--- src/rtl/ordtab_pkg.sv ---
package ordtab_pkg;
  localparam logic [31:0] START_CODE = 32'h1100_0002;
  localparam logic [31:0] RUN_BITS   = 32'h1100_0000;
  localparam logic [31:0] END_MARK   = 32'h00FF_FFFF;

  typedef enum logic [1:0] {
    SEL_ADDR  = 2'd0,
    SEL_COUNT = 2'd1,
    SEL_CTRL  = 2'd2,
    SEL_NONE  = 2'd3
  } regSel_e;

  typedef struct packed {
    logic load;    // latch cursor and remaining, store control
    logic step;    // write one entry this cycle
    logic finish;  // current entry is the last one
    logic reject;  // unsupported control code
  } otcStrobes_t;
endpackage

--- src/rtl/ordtab_ctrl.sv ---
module ordtab_ctrl
  import ordtab_pkg::*;
(
  input  logic        clk,
  input  logic        rstN,
  input  logic        regWe,
  input  logic [1:0]  regAddr,
  input  logic [31:0] regWdata,
  input  logic        lastEntry,
  output otcStrobes_t strb,
  output logic        busy,
  output logic        irq
);
  typedef enum logic {ST_IDLE, ST_FILL} state_e;
  state_e state;
  logic ctrlWrite;

  assign ctrlWrite = regWe && (regSel_e'(regAddr) == SEL_CTRL);
  assign busy = (state == ST_FILL);

  always_comb begin
    strb = '0;
    if (state == ST_IDLE) begin
      if (ctrlWrite) begin
        strb.load   = (regWdata == START_CODE);
        strb.reject = (regWdata != START_CODE);
      end
    end else begin
      strb.step   = 1'b1;
      strb.finish = lastEntry;
    end
  end

  always_ff @(posedge clk) begin
    if (!rstN) begin
      state <= ST_IDLE;
      irq   <= 1'b0;
    end else begin
      irq <= strb.finish | strb.reject;
      if (strb.load) state <= ST_FILL;
      else if (strb.finish) state <= ST_IDLE;
    end
  end


  busy_fall_irq_chk: assert property (@(posedge clk) disable iff (!rstN)
    $fell(busy) |-> irq);


  fill_continues_chk: assert property (@(posedge clk) disable iff (!rstN)
    (busy && !lastEntry) |=> busy);
endmodule

--- src/rtl/ordtab_datapath.sv ---
module ordtab_datapath
  import ordtab_pkg::*;
#(
  parameter int ADDR_W = 12,
  parameter int CNT_W  = 16
)(
  input  logic              clk,
  input  logic              rstN,
  input  otcStrobes_t       strb,
  input  logic              busy,
  input  logic              regWe,
  input  logic [1:0]        regAddr,
  input  logic [31:0]       regWdata,
  output logic [31:0]       regRdata,
  output logic              lastEntry,
  output logic              memWe,
  output logic [ADDR_W-1:0] memAddr,
  output logic [31:0]       memWdata
);
  localparam logic [ADDR_W-1:0] WORD_STEP  = ADDR_W'(4);
  localparam logic [ADDR_W-1:0] ALIGN_MASK = ~ADDR_W'(3);

  logic [ADDR_W-1:0] startAddr, cursor, below;
  logic [CNT_W-1:0]  countReg, remaining;
  logic [31:0]       ctrlReg;
  logic              idleWrite;

  assign idleWrite = regWe && !busy;
  assign lastEntry = (remaining <= CNT_W'(1)) || (cursor == '0);
  assign below     = cursor - WORD_STEP;

  assign memWe    = strb.step;
  assign memAddr  = cursor;
  assign memWdata = lastEntry ? END_MARK : {{(32-ADDR_W){1'b0}}, below};

  always_ff @(posedge clk) begin
    if (!rstN) begin
      startAddr <= '0;
      countReg  <= '0;
      ctrlReg   <= '0;
      cursor    <= '0;
      remaining <= '0;
    end else begin
      if (idleWrite && regSel_e'(regAddr) == SEL_ADDR)
        startAddr <= regWdata[ADDR_W-1:0] & ALIGN_MASK;
      if (idleWrite && regSel_e'(regAddr) == SEL_COUNT)
        countReg <= regWdata[CNT_W-1:0];
      if (strb.load) begin
        ctrlReg   <= regWdata;
        cursor    <= startAddr;
        remaining <= countReg;
      end else if (strb.reject) begin
        ctrlReg <= regWdata & ~RUN_BITS;
      end
      if (strb.step && !lastEntry) begin
        cursor    <= below;
        remaining <= remaining - CNT_W'(1);
      end
      if (strb.finish)
        ctrlReg <= ctrlReg & ~RUN_BITS;
    end
  end

  always_comb begin
    case (regSel_e'(regAddr))
      SEL_ADDR:  regRdata = {{(32-ADDR_W){1'b0}}, startAddr};
      SEL_COUNT: regRdata = {{(32-CNT_W){1'b0}}, countReg};
      SEL_CTRL:  regRdata = ctrlReg;
      default:   regRdata = '0;
    endcase
  end


  descend_step_chk: assert property (@(posedge clk) disable iff (!rstN)
    (strb.step && !lastEntry) |=> (memAddr == $past(memAddr) - WORD_STEP));


  run_bits_clear_chk: assert property (@(posedge clk) disable iff (!rstN)
    strb.finish |=> (ctrlReg[28] == 1'b0 && ctrlReg[24] == 1'b0));


  within_start_chk: assert property (@(posedge clk) disable iff (!rstN)
    memWe |-> (memAddr <= startAddr));


  reject_no_write_chk: assert property (@(posedge clk) disable iff (!rstN)
    strb.reject |=> !memWe);
endmodule

--- src/rtl/ordtab_clear_dma.sv ---
module ordtab_clear_dma
  import ordtab_pkg::*;
#(
  parameter int ADDR_W = 12,
  parameter int CNT_W  = 16
)(
  input  logic              clk,
  input  logic              rstN,
  input  logic              regWe,
  input  logic [1:0]        regAddr,
  input  logic [31:0]       regWdata,
  output logic [31:0]       regRdata,
  output logic              memWe,
  output logic [ADDR_W-1:0] memAddr,
  output logic [31:0]       memWdata,
  output logic              busy,
  output logic              irq
);
  otcStrobes_t strb;
  logic lastEntry;

  ordtab_ctrl u_ctrl (
    .clk(clk), .rstN(rstN), .regWe(regWe), .regAddr(regAddr),
    .regWdata(regWdata), .lastEntry(lastEntry), .strb(strb),
    .busy(busy), .irq(irq)
  );

  ordtab_datapath #(.ADDR_W(ADDR_W), .CNT_W(CNT_W)) u_dp (
    .clk(clk), .rstN(rstN), .strb(strb), .busy(busy), .regWe(regWe),
    .regAddr(regAddr), .regWdata(regWdata), .regRdata(regRdata),
    .lastEntry(lastEntry), .memWe(memWe), .memAddr(memAddr),
    .memWdata(memWdata)
  );
endmodule

--- config.mk ---
export PLATFORM = sky130hd
export DESIGN_NAME = ordtab_clear_dma
export DESIGN_NICKNAME = d
export VERILOG_FILES = /design/src/rtl/ordtab_pkg.sv /design/src/rtl/ordtab_ctrl.sv /design/src/rtl/ordtab_datapath.sv /design/src/rtl/ordtab_clear_dma.sv
export SDC_FILE = /design/constraint.sdc
export NUM_CORES = 1
export LEC_CHECK = 0
export BUFFER_PORTS_ARGS = -buffer_cell sky130_fd_sc_hd__buf_2
export CAP_MARGIN = 5
export CORE_MARGIN = 2
export CORE_UTILIZATION = 50
export CTS_BUF_LIST = sky130_fd_sc_hd__clkbuf_4
export DETAILED_ROUTE_END_ITERATION = 6
export PLACE_DENSITY = 0.73
export SYNTH_ARGS = -nofsm -noshare
export SYNTH_HDL_FRONTEND = slang
export SYNTH_SLANG_ARGS = --single-unit
export TNS_END_PERCENT = 1
--- constraint.sdc ---
create_clock -name clk -period 2.45 [get_ports clk]
set_clock_uncertainty 0.05 [all_clocks]
set_input_delay 0.1225 -clock clk [delete_from_list [all_inputs] [get_ports clk]]
set_output_delay 0.1225 -clock clk [all_outputs]
set_load 0.05 [all_outputs]
======== Yosys cells after proc, flatten, opt, wreduce, memory -nomap -nowiden ========
Cells that the tools add are included.
word-level totals
  bits in registers ....................... 88
  logic and storage cells ................. 48
operators by class
  muxes and demuxes ....................... 15
  equality and inequality tests ........... 4
  add/subtract/negate cells ............... 2
  reductions and logical operators ........ 15
  bitwise gates (word level) .............. 3
  $lt $le $gt $ge ......................... 1
operator list
  kind                                                             count
  one-hot mux 32 bit (3 select lines)                              1
  2-to-1 mux 32 bit                                                2
  equality test 32 x 29 -> 1 bit, second input constant            1
  2-to-1 mux 16 bit                                                2
  != test 32 x 29 -> 1 bit, second input constant                  1
  2-to-1 mux 12 bit                                                2
  2-to-1 mux 24 bit                                                1
  less-or-equal comparator 16 x 1 -> 1 bit, second input constant  1
  subtractor 16 x 1 -> 16 bit, second input constant               1
  logical NOT 12 bit                                               1
  subtractor 12 x 3 -> 12 bit, second input constant               1
  2-to-1 mux 1 bit                                                 6
  nonzero test 2 bit                                               3
  logical AND 1 bit                                                5
  equality test 2 x 1 -> 1 bit, second input constant              1
  equality test 2 bit, second input constant                       1
  logical NOT 1 bit                                                2
  logical NOT 2 bit                                                1
  2-to-1 mux 2 bit                                                 1
  NOT 1 bit                                                        2
  AND reduction 2 bit                                              1
  OR reduction 2 bit                                               1
  logical OR 1 bit                                                 1
  bitwise OR 1 bit                                                 1

======== Logic depth before layout (Yosys ltp) ========
Gate-level depths: netlist of the first run.
  word-level depth ........................ 6
  mapped depth ............................ 9

======== By module ========
From an unflattened synthesis of the first run, not the netlist that was laid out.
second synthesis, totals
  cell total of the unflattened synthesis .. 588
  area, all modules ....................... 4530.6 um2
by module, submodules not included
  module           instances  area an instance (um2)  cells an instance
  ordtab_datapath  1          4319.1                  565
  ordtab_ctrl      1          211.5                   23

======== Least setup slack after synthesis of the first run ========
OpenSTA, ideal clock, no wires.
  path kind ............................... register -> output
  start point ............................. register u_dp.cursor[2] (netlist: u_dp.memAddr[2])
  end point ............................... output memWdata[11]
  required time ........................... 2.277 ns
  stages on the path, launching flop included .. 7
  slack ................................... -0.029 ns
  buffers on the path ..................... 1
  arrival ................................. 2.307 ns
  path through ............................ dfxtp_1 inv_1 ha_1 and4_4 buf_2 a31o_2 or3b_1
between the ends
  cells in the longest elaborated chain, start to end .. 3
  elaborated cells on any way between the ends .. 4
  classes of those cells .................. add/sub: 1; mux: 1; reduce/logical: 2
ends and longest elaborated chain
  what                    RTL line                text
  from (decl)             ordtab_datapath.sv:23   logic [ADDR_W-1:0] startAddr, cursor, below;
  from (signal assigned)  ordtab_datapath.sv:50   cursor <= startAddr;
  from (signal assigned)  ordtab_datapath.sv:56   cursor <= below;
  logical NOT 12 bit      ordtab_datapath.sv:29   assign lastEntry = (remaining <= CNT_W'(1)) || (cursor == '0);
  logical OR 1 bit        ordtab_datapath.sv:29
  net lastEntry           ordtab_clear_dma.sv:20  logic lastEntry;
  2-to-1 mux 24 bit       ordtab_datapath.sv:34   assign memWdata = lastEntry ? END_MARK : {{(32-ADDR_W){1'b0}}, below};
  to (decl)               ordtab_clear_dma.sv:15  output logic [31:0] memWdata,
The timed path passes the listed nets, and every way through them passes these cells.

======== Worst setup path after layout of the first run ========
  start point ............................. register u_dp.remaining[4]
  end point ............................... output memWdata[17]
between the ends
  cells in the longest elaborated chain, start to end .. 3
ends and longest elaborated chain
  what                                      RTL line               text
  from (decl)                               ordtab_datapath.sv:24  logic [CNT_W-1:0] countReg, remaining;
  from (signal assigned)                    ordtab_datapath.sv:51  remaining <= countReg;
  from (signal assigned)                    ordtab_datapath.sv:57  remaining <= remaining - CNT_W'(1);
  less-or-equal comparator 16 x 1 -> 1 bit  ordtab_datapath.sv:29
  logical OR 1 bit                          ordtab_datapath.sv:29
  2-to-1 mux 24 bit                         ordtab_datapath.sv:34
No other way between the ends.

==> metrics.yaml, run 1 <==
sta:
  finalCritPeriodShare_pct: 98.5
  period_needed_ns: 2.41
  setup_violations: 0
  rsz0062_at_grt: "true"
  final_hold_viol_count: 0
  worst_pin_slew_ns: 0.627
  holdWs_ns: 0.191
  finalMaxSlewViolations: 0
  max_slew_margin_pct: 58.2
  max_clock_freq_ghz: 0.414
hold_path:
  hp-start: "regWe"
  hold_path_end: "u_dp.startAddr[8]$_SDFFE_PN0P_"
  hold_depth: 6
  hold_class: "in2reg"
yosys:
  ys_warn_count: 0
  syn_inst: 579
  synthMuxAreaShare_pct: 3.73
  synth.distinct_cells: 66
  synth_compound_area_share_pct: 22.3
  syn_area_per_cell_um2: 7.87
  synth_top_family_by_area: "simple AND/OR/NAND/NOR gates"
  synth_xor_xnor_area_share_pct: 0.768
  synth-simple-area-share_pct: 25.9
  synth_area_mm2: 0.00456
  ys_ff_latch: 86
  ys_seq_area_share_pct: 37.8
  synth_top_flop_cell: "dfxtp_1"
  synth_edf_count: 0
  synthAdderAreaFrac_pct: 0.823
  async_flop_share_pct: 0
critical_path:
  r2r_slack_ns: 0.30
  crit_path_end_kind: "output port"
  crit_family: "simple AND/OR/NAND/NOR gates"
  critPathBufInv: 2
  r2r_cells: 6
  path_max_fanout: 14
  arrival_ns: 2.24
  cp_common_cell: "buf_4"
  cp-start-kind: "register"
  required_ns: 2.28
  critical_path_class: "reg2out"
  crit_chain: "or4_4 -> nor2_1 -> a31o_2 -> buf_4 -> buf_4"
  rr_startpoint: "u_dp.remaining[4]$_SDFFE_PN0P_"
  slowest_stage: "or4_4"
  r2r_end: "u_dp.memAddr[5]$_SDFFE_PN0P_"
  max_stage_delay_ns: 0.61
job:
  drv_cap: 0
route:
  drc_errors: 1
  drtIter0Drc: 331
  viasPerCell: 5.82
  vias: 4786
  routedWlPerCell_um: 16.7
  first_pass_iters: 7
  routed_wl_mm: 13.8
  antenna_left: 0
clocking:
  path_clk_slew_ns: 0.14
  clock_latency_ns: 0.44
  numCtsBuffers: 9
  clk_path_buf_depth: 2
  clock-sinks: 86
  h-tree-depth: 3
  cts_root_buf: "clkbuf_4"
  cts_tree: "built"
floorplan:
  rows: 34
  pin_count: 116
  die_w_um: 99.5
  coreArea_mm2: 0.00876
  die_y_um: 99.5
  start_util_pct: 52.0
  dieArea_mm2: 0.00990
power:
  ir_worst_vdd_mv: 0.245
  power_density_mw_per_mm2: 449
  p_leak_nw: 2.36
  power.total_mw: 2.59
layout:
  final_layout_size_suffix_gt1_share_pct: 26.4
  areaGrowthSynthToFinish_pct: 26.6
  fin_area_mm2: 0.00577
  nFillCells: 740
  final_cell_mix: "149 x nand2_1, 84 x buf_2, 81 x dfxtp_1"
  final_common_cell: "nand2_1"
  antenna_cells: 0
  layout.nets: 751
  multi_input_area_mm2: 0.00254
  seq_area_mm2: 0.00173
grt:
  grt_max_degree: 43
  grt_pass1_wl_mm: 21.4
  grt_use_total_pct: 26.8
  grt_overflow_total: 0
  antenna_found_initial: 0
  grt_pass1_vias: 4366
placement:
  placed_area_mm2: 0.00514
  place_hpwl_mm: 9.32
  place.gp.congestion: 0.900
  port_buffers: 105
status:
  status: "complete, but fails checks"
  violations: "design-rule violations"
synth_stat cells, drive strengths merged (4+ instances only):
library cell / number / share of area [%]
or4: 4 / 0.82
a22oi: 13 / 2.1
nor4: 12 / 1.8
o21ai: 15 / 1.6
mux2i: 17 / 3.7
nor4b: 4 / 1.2
nand3: 9 / 0.99
and2: 18 / 2.5
a211o: 5 / 0.96
dfxtp: 86 / 38
inv: 11 / 0.91
a22o: 6 / 1.2
or3: 7 / 0.96
buf: 34 / 5.7
a21oi: 75 / 8.2
o22ai: 5 / 0.82
clkbuf: 24 / 2.0
nand2: 149 / 12
nor2: 18 / 1.6
a31oi: 5 / 0.69
o211ai: 5 / 1.2
nor3: 10 / 1.4
what timing repair did:
action | 4_1_cts | 5_1_grt
hold buffers | 31 | 0
resized for setup | 17 | 37
setup endpoints to repair | 23 | 23
setup buffers | 0 | 8
hold endpoints to repair | 58 | 0
pin swaps | 1 | 4
logic make-up after synthesis:
logic type / count (synthesis)
AND/OR/NAND/NOR: 245
flip-flops: 86
multiplexers: 17
AO/OA/AOI/OAI: 153
XOR/XNOR: 4
other: 1
adder cells (fa/ha/maj): 3
buffers and inverters: 70
area by class of cell:
type                       count  area share [%]
inverter                      12           0.780
tap                          108            2.34
clock buffer                   9            1.17
clock inverter                 6            1.24
sequential                    86            29.9
timing repair buffer         170            20.6
multi-input combinational    432            43.9
worst register-to-register path: cells and delay by family (launching register included):
kind,cells,cell delay [ns]
AND/OR/NAND/NOR,2,0.89
AO/OA/AOI/OAI,3,0.56
flip-flops,1,0.39
buffers and inverters,1,0.21
flip-flops by register name, summed over array words and instances, names as in the netlist:
| name | cells |
|---|---|
| u_dp.memAddr | 10 |
| u_dp.ctrlReg | 32 |
| u_dp.startAddr | 10 |
| u_dp.countReg | 16 |
| u_ctrl.busy | 1 |
| u_ctrl.irq | 1 |
| u_dp.remaining | 16 |
power breakdown:
part	switching, mW	total [mW]	internal (mW)
Sequential	0.0237	1.45	1.43
Clock	0.511	0.824	0.312
Combinational	0.209	0.316	0.107
worst max-delay path by stage:
stage / from / end / slack, ns / depth (start not counted)
after floorplan: u_dp.memAddr[3]$_SDFFE_PN0P_ / memWdata[11] / 0.04 / 6
after global placement: u_dp.remaining[0]$_SDFFE_PN0P_ / memWdata[10] / 0.35 / 8
after detailed placement: u_dp.remaining[0]$_SDFFE_PN0P_ / memWdata[10] / 0.27 / 8
after CTS: u_dp.remaining[12]$_SDFFE_PN0P_ / memWdata[10] / -0.02 / 6
after global routing: u_dp.remaining[4]$_SDFFE_PN0P_ / memWdata[18] / -0.06 / 5
final: u_dp.remaining[4]$_SDFFE_PN0P_ / memWdata[17] / 0.04 / 5
through the flow:
step | setup slack, ns | utilization, % | instances | TNS (ns)
2_1_floorplan | 0.0426 | - | 588 | 0
3_3_place_gp | 0.349 | 58.7 | 769 | 0
3_5_place_dp | 0.269 | 58.7 | 769 | 0
4_1_cts | -0.0227 | 64.4 | 815 | -0.156
5_1_grt | -0.0586 | 65.9 | 823 | -0.739
6_report | 0.0370 | 65.9 | 823 | 0
metal layers:
metal | GRT usage [%] | part of all wire (%) | vias to the layer above
li1 | - | - | 2277
met4 | 8.32 | 1.5 | 0
met3 | 5.83 | 8.2 | 23
met1 | 35.4 | 43 | 2225
met2 | 44.0 | 48 | 261
met5 | 0 | 0 | -
Note: power is estimated with default switching activity, not from simulation.
==> run 2, diff against run 1 <==
--- a/config.mk
+++ b/config.mk
@@ -11,6 +11,7 @@
 export CORE_UTILIZATION = 50
 export CTS_BUF_LIST = sky130_fd_sc_hd__clkbuf_4
 export DETAILED_ROUTE_END_ITERATION = 6
+export GPL_TIMING_DRIVEN = 0
 export PLACE_DENSITY = 0.73
 export SYNTH_ARGS = -nofsm -noshare
 export SYNTH_HDL_FRONTEND = slang
==> metrics.yaml, run 2 (synthesis results as in run 1) <==
route:
  viasPerCell: 5.76  # was 5.82
  drc_errors: 0  # was 1
  routed_wl_mm: 14.9  # was 13.8 mm
  first_pass_iters: 7  # unchanged
  antenna_left: 0  # unchanged
  routedWlPerCell_um: 17.4  # was 16.7 um
  vias: 4934  # was 4786
  drtIter0Drc: 309  # was 331
layout:
  final_cell_mix: "148 x nand2_1, 86 x buf_2, 79 x dfxtp_1"  # was 149 x nand2_1, 84 x buf_2, 81 x dfxtp_1
  nFillCells: 743  # was 740
  reg.largest.list: "u_dp.ctrlReg x32, u_dp.countReg x16, u_dp.remaining x16"  # unchanged
  layout.nets: 783  # was 751
  largest_reg_flops: 32  # unchanged
  final_layout_size_suffix_gt1_share_pct: 27.3  # was 26.4%
  max_flop_register: "u_dp.ctrlReg"  # unchanged
  final_common_cell: "nand2_1"  # unchanged
  areaGrowthSynthToFinish_pct: 31.4  # was 26.6%
  fin_cells: 856  # was 823
  antenna_cells: 0  # unchanged
clocking:
  path_clk_slew_ns: 0.15  # was 0.14 ns
  clock_latency_ns: 0.46  # was 0.44 ns
  clk_path_buf_depth: 2  # unchanged
  h-tree-depth: 3  # unchanged
  numCtsBuffers: 9  # unchanged
  cts_tree: "built"  # unchanged
  cts_root_buf: "clkbuf_4"  # unchanged
  clock-sinks: 86  # unchanged
critical_path:
  critical_path_class: "reg2out"  # unchanged
  required_ns: 2.28  # about the same
  path_max_fanout: 7  # was 14
  crit_path_end_kind: "output port"  # unchanged
  r2r_cells: 7  # was 6
  cp-start-kind: "register"  # unchanged
  crit_chain: "or4_4 -> nor2_4 -> nand3_4 -> o21ai_0 -> a21o_1 -> buf_4"  # was or4_4 -> nor2_1 -> a31o_2 -> buf_4 -> buf_4
  arrival_ns: 2.21  # was 2.24 ns
  max_stage_delay_ns: 0.60  # was 0.61 ns
  slowest_stage: "or4_4"  # unchanged
floorplan:
  pin_count: 116  # unchanged
  coreArea_mm2: 0.00876  # unchanged
  start_util_pct: 52.0  # unchanged
  dieArea_mm2: 0.00990  # unchanged
  die_w_um: 99.5  # unchanged
  rows: 34  # unchanged
  die_y_um: 99.5  # unchanged
power:
  ir_worst_vdd_mv: 0.355  # was 0.245 mV
  power_density_mw_per_mm2: 447  # was 449 mW/mm^2
  p_leak_nw: 2.46  # was 2.36 nW
  power.total_mw: 2.68  # was 2.59 mW
sta:
  finalCritPeriodShare_pct: 97.4  # was 98.5%
  finalMaxSlewViolations: 0  # unchanged
  final_hold_viol_count: 0  # unchanged
  rsz0062_at_grt: "true"  # unchanged
  worst_pin_slew_ns: 1.28  # was 0.627 ns
  setup_slack_ns: 0.0634  # was 0.0370 ns
  max_slew_margin_pct: 13.9  # was 58.2%
  max_clock_freq_ghz: 0.419  # was 0.414 GHz
  setup_violations: 0  # unchanged
  period_needed_ns: 2.39  # was 2.41 ns
hold_path:
  hold_depth: 4  # was 6
  hold_class: "in2reg"  # unchanged
placement:
  dp_cells: 801  # was 769
  place.gp.congestion: 0.932  # was 0.900
  port_buffers: 105  # unchanged
  dp_slack_ns: -0.0732  # was 0.269 ns
  place_hpwl_mm: 10.3  # was 9.32 mm
grt:
  grt_max_degree: 17  # was 43
  grt_use_total_pct: 29.7  # was 26.8%
  antenna_found_initial: 0  # unchanged
  grt_pass1_vias: 4643  # was 4366
  grt_pass1_wl_mm: 23.4  # was 21.4 mm
  grt_overflow_total: 0  # unchanged
status:
  status: "finished clean"  # was complete, but fails checks
job:
  drv_cap: 0  # unchanged
## run 2: through the flow
| stage | hold WS [ns] | instance area [um^2] | util, % | TNS (ns) |
|---|---|---|---|---|
| global route | 0.0994 | 5990 | 68.3 | -0.0324 |
| CTS | 0.0876 | 5900 | 67.4 | -0.00320 |
| finish | 0.118 | 5990 | 68.3 | 0 |
| global placement | 0.341 | 5260 | 60.0 | -0.00104 |
| detailed placement | 0.344 | 5260 | 60.0 | -0.217 |
| floorplan | 0.208 | 4590 | - | 0 |
## run 2: what timing repair did
action | CTS | global route
endpoints found under the hold margin | 60 | 0
buffers inserted | 4 | 4
resized for setup | 42 | 17
endpoints found under the setup margin | 36 | 46
hold buffers | 31 | 0
pin swaps | 4 | 5
cloned | 1 | 0
## run 2: worst max-delay path, delay by kind of cell, from the launching register on
kind	cells	cell delay, ns
simple gates	3	0.92
compound gates	2	0.26
buf+inv	1	0.20
flops	1	0.38
## run 2: metal layers
metal / GRT usage (%) / routed length (um)
met1: 38.9 / 6360
met2: 48.7 / 7150
met3: 6.18 / 1120
met4: 10.2 / 301
met5: 0 / 0
## run 2: final timing paths
check | slack (ns) | startpoint | end
setup / recovery | 0.06 | u_dp.remaining[4]$_SDFFE_PN0P_ | memWdata[10]
hold / removal | 0.12 | regAddr[0] | u_dp.startAddr[3]$_SDFFE_PN0P_
setup reg to reg | 0.10 | u_ctrl.busy$_SDFFE_PN0P_ | u_dp.memAddr[10]$_SDFFE_PN0P_
hold reg to reg | 0.41 | u_dp.ctrlReg[16]$_SDFFE_PN0P_ | u_dp.ctrlReg[16]$_SDFFE_PN0P_
## run 2: layout make-up
cell class                      instances  area (um^2)  area share (%)
Tap cell                              108          135            2.26
Multi-Input combinational cell        433         2630            43.9
Buffer                                 57          343            5.72
Timing Repair Buffer                  144          955            15.9
Inverter                               12         45.0           0.752
Sequential cell                        86         1740            29.0
Clock inverter                          7         81.3            1.36
Clock buffer                            9         67.6            1.13
## run 2: power by group
| part | total [mW] | leakage, nW | switching (mW) | internal [mW] |
|---|---|---|---|---|
| combinational | 0.338 | 1.67 | 0.221 | 0.117 |
| sequential | 1.45 | 0.701 | 0.0240 | 1.43 |
| clock | 0.889 | 0.0828 | 0.561 | 0.328 |
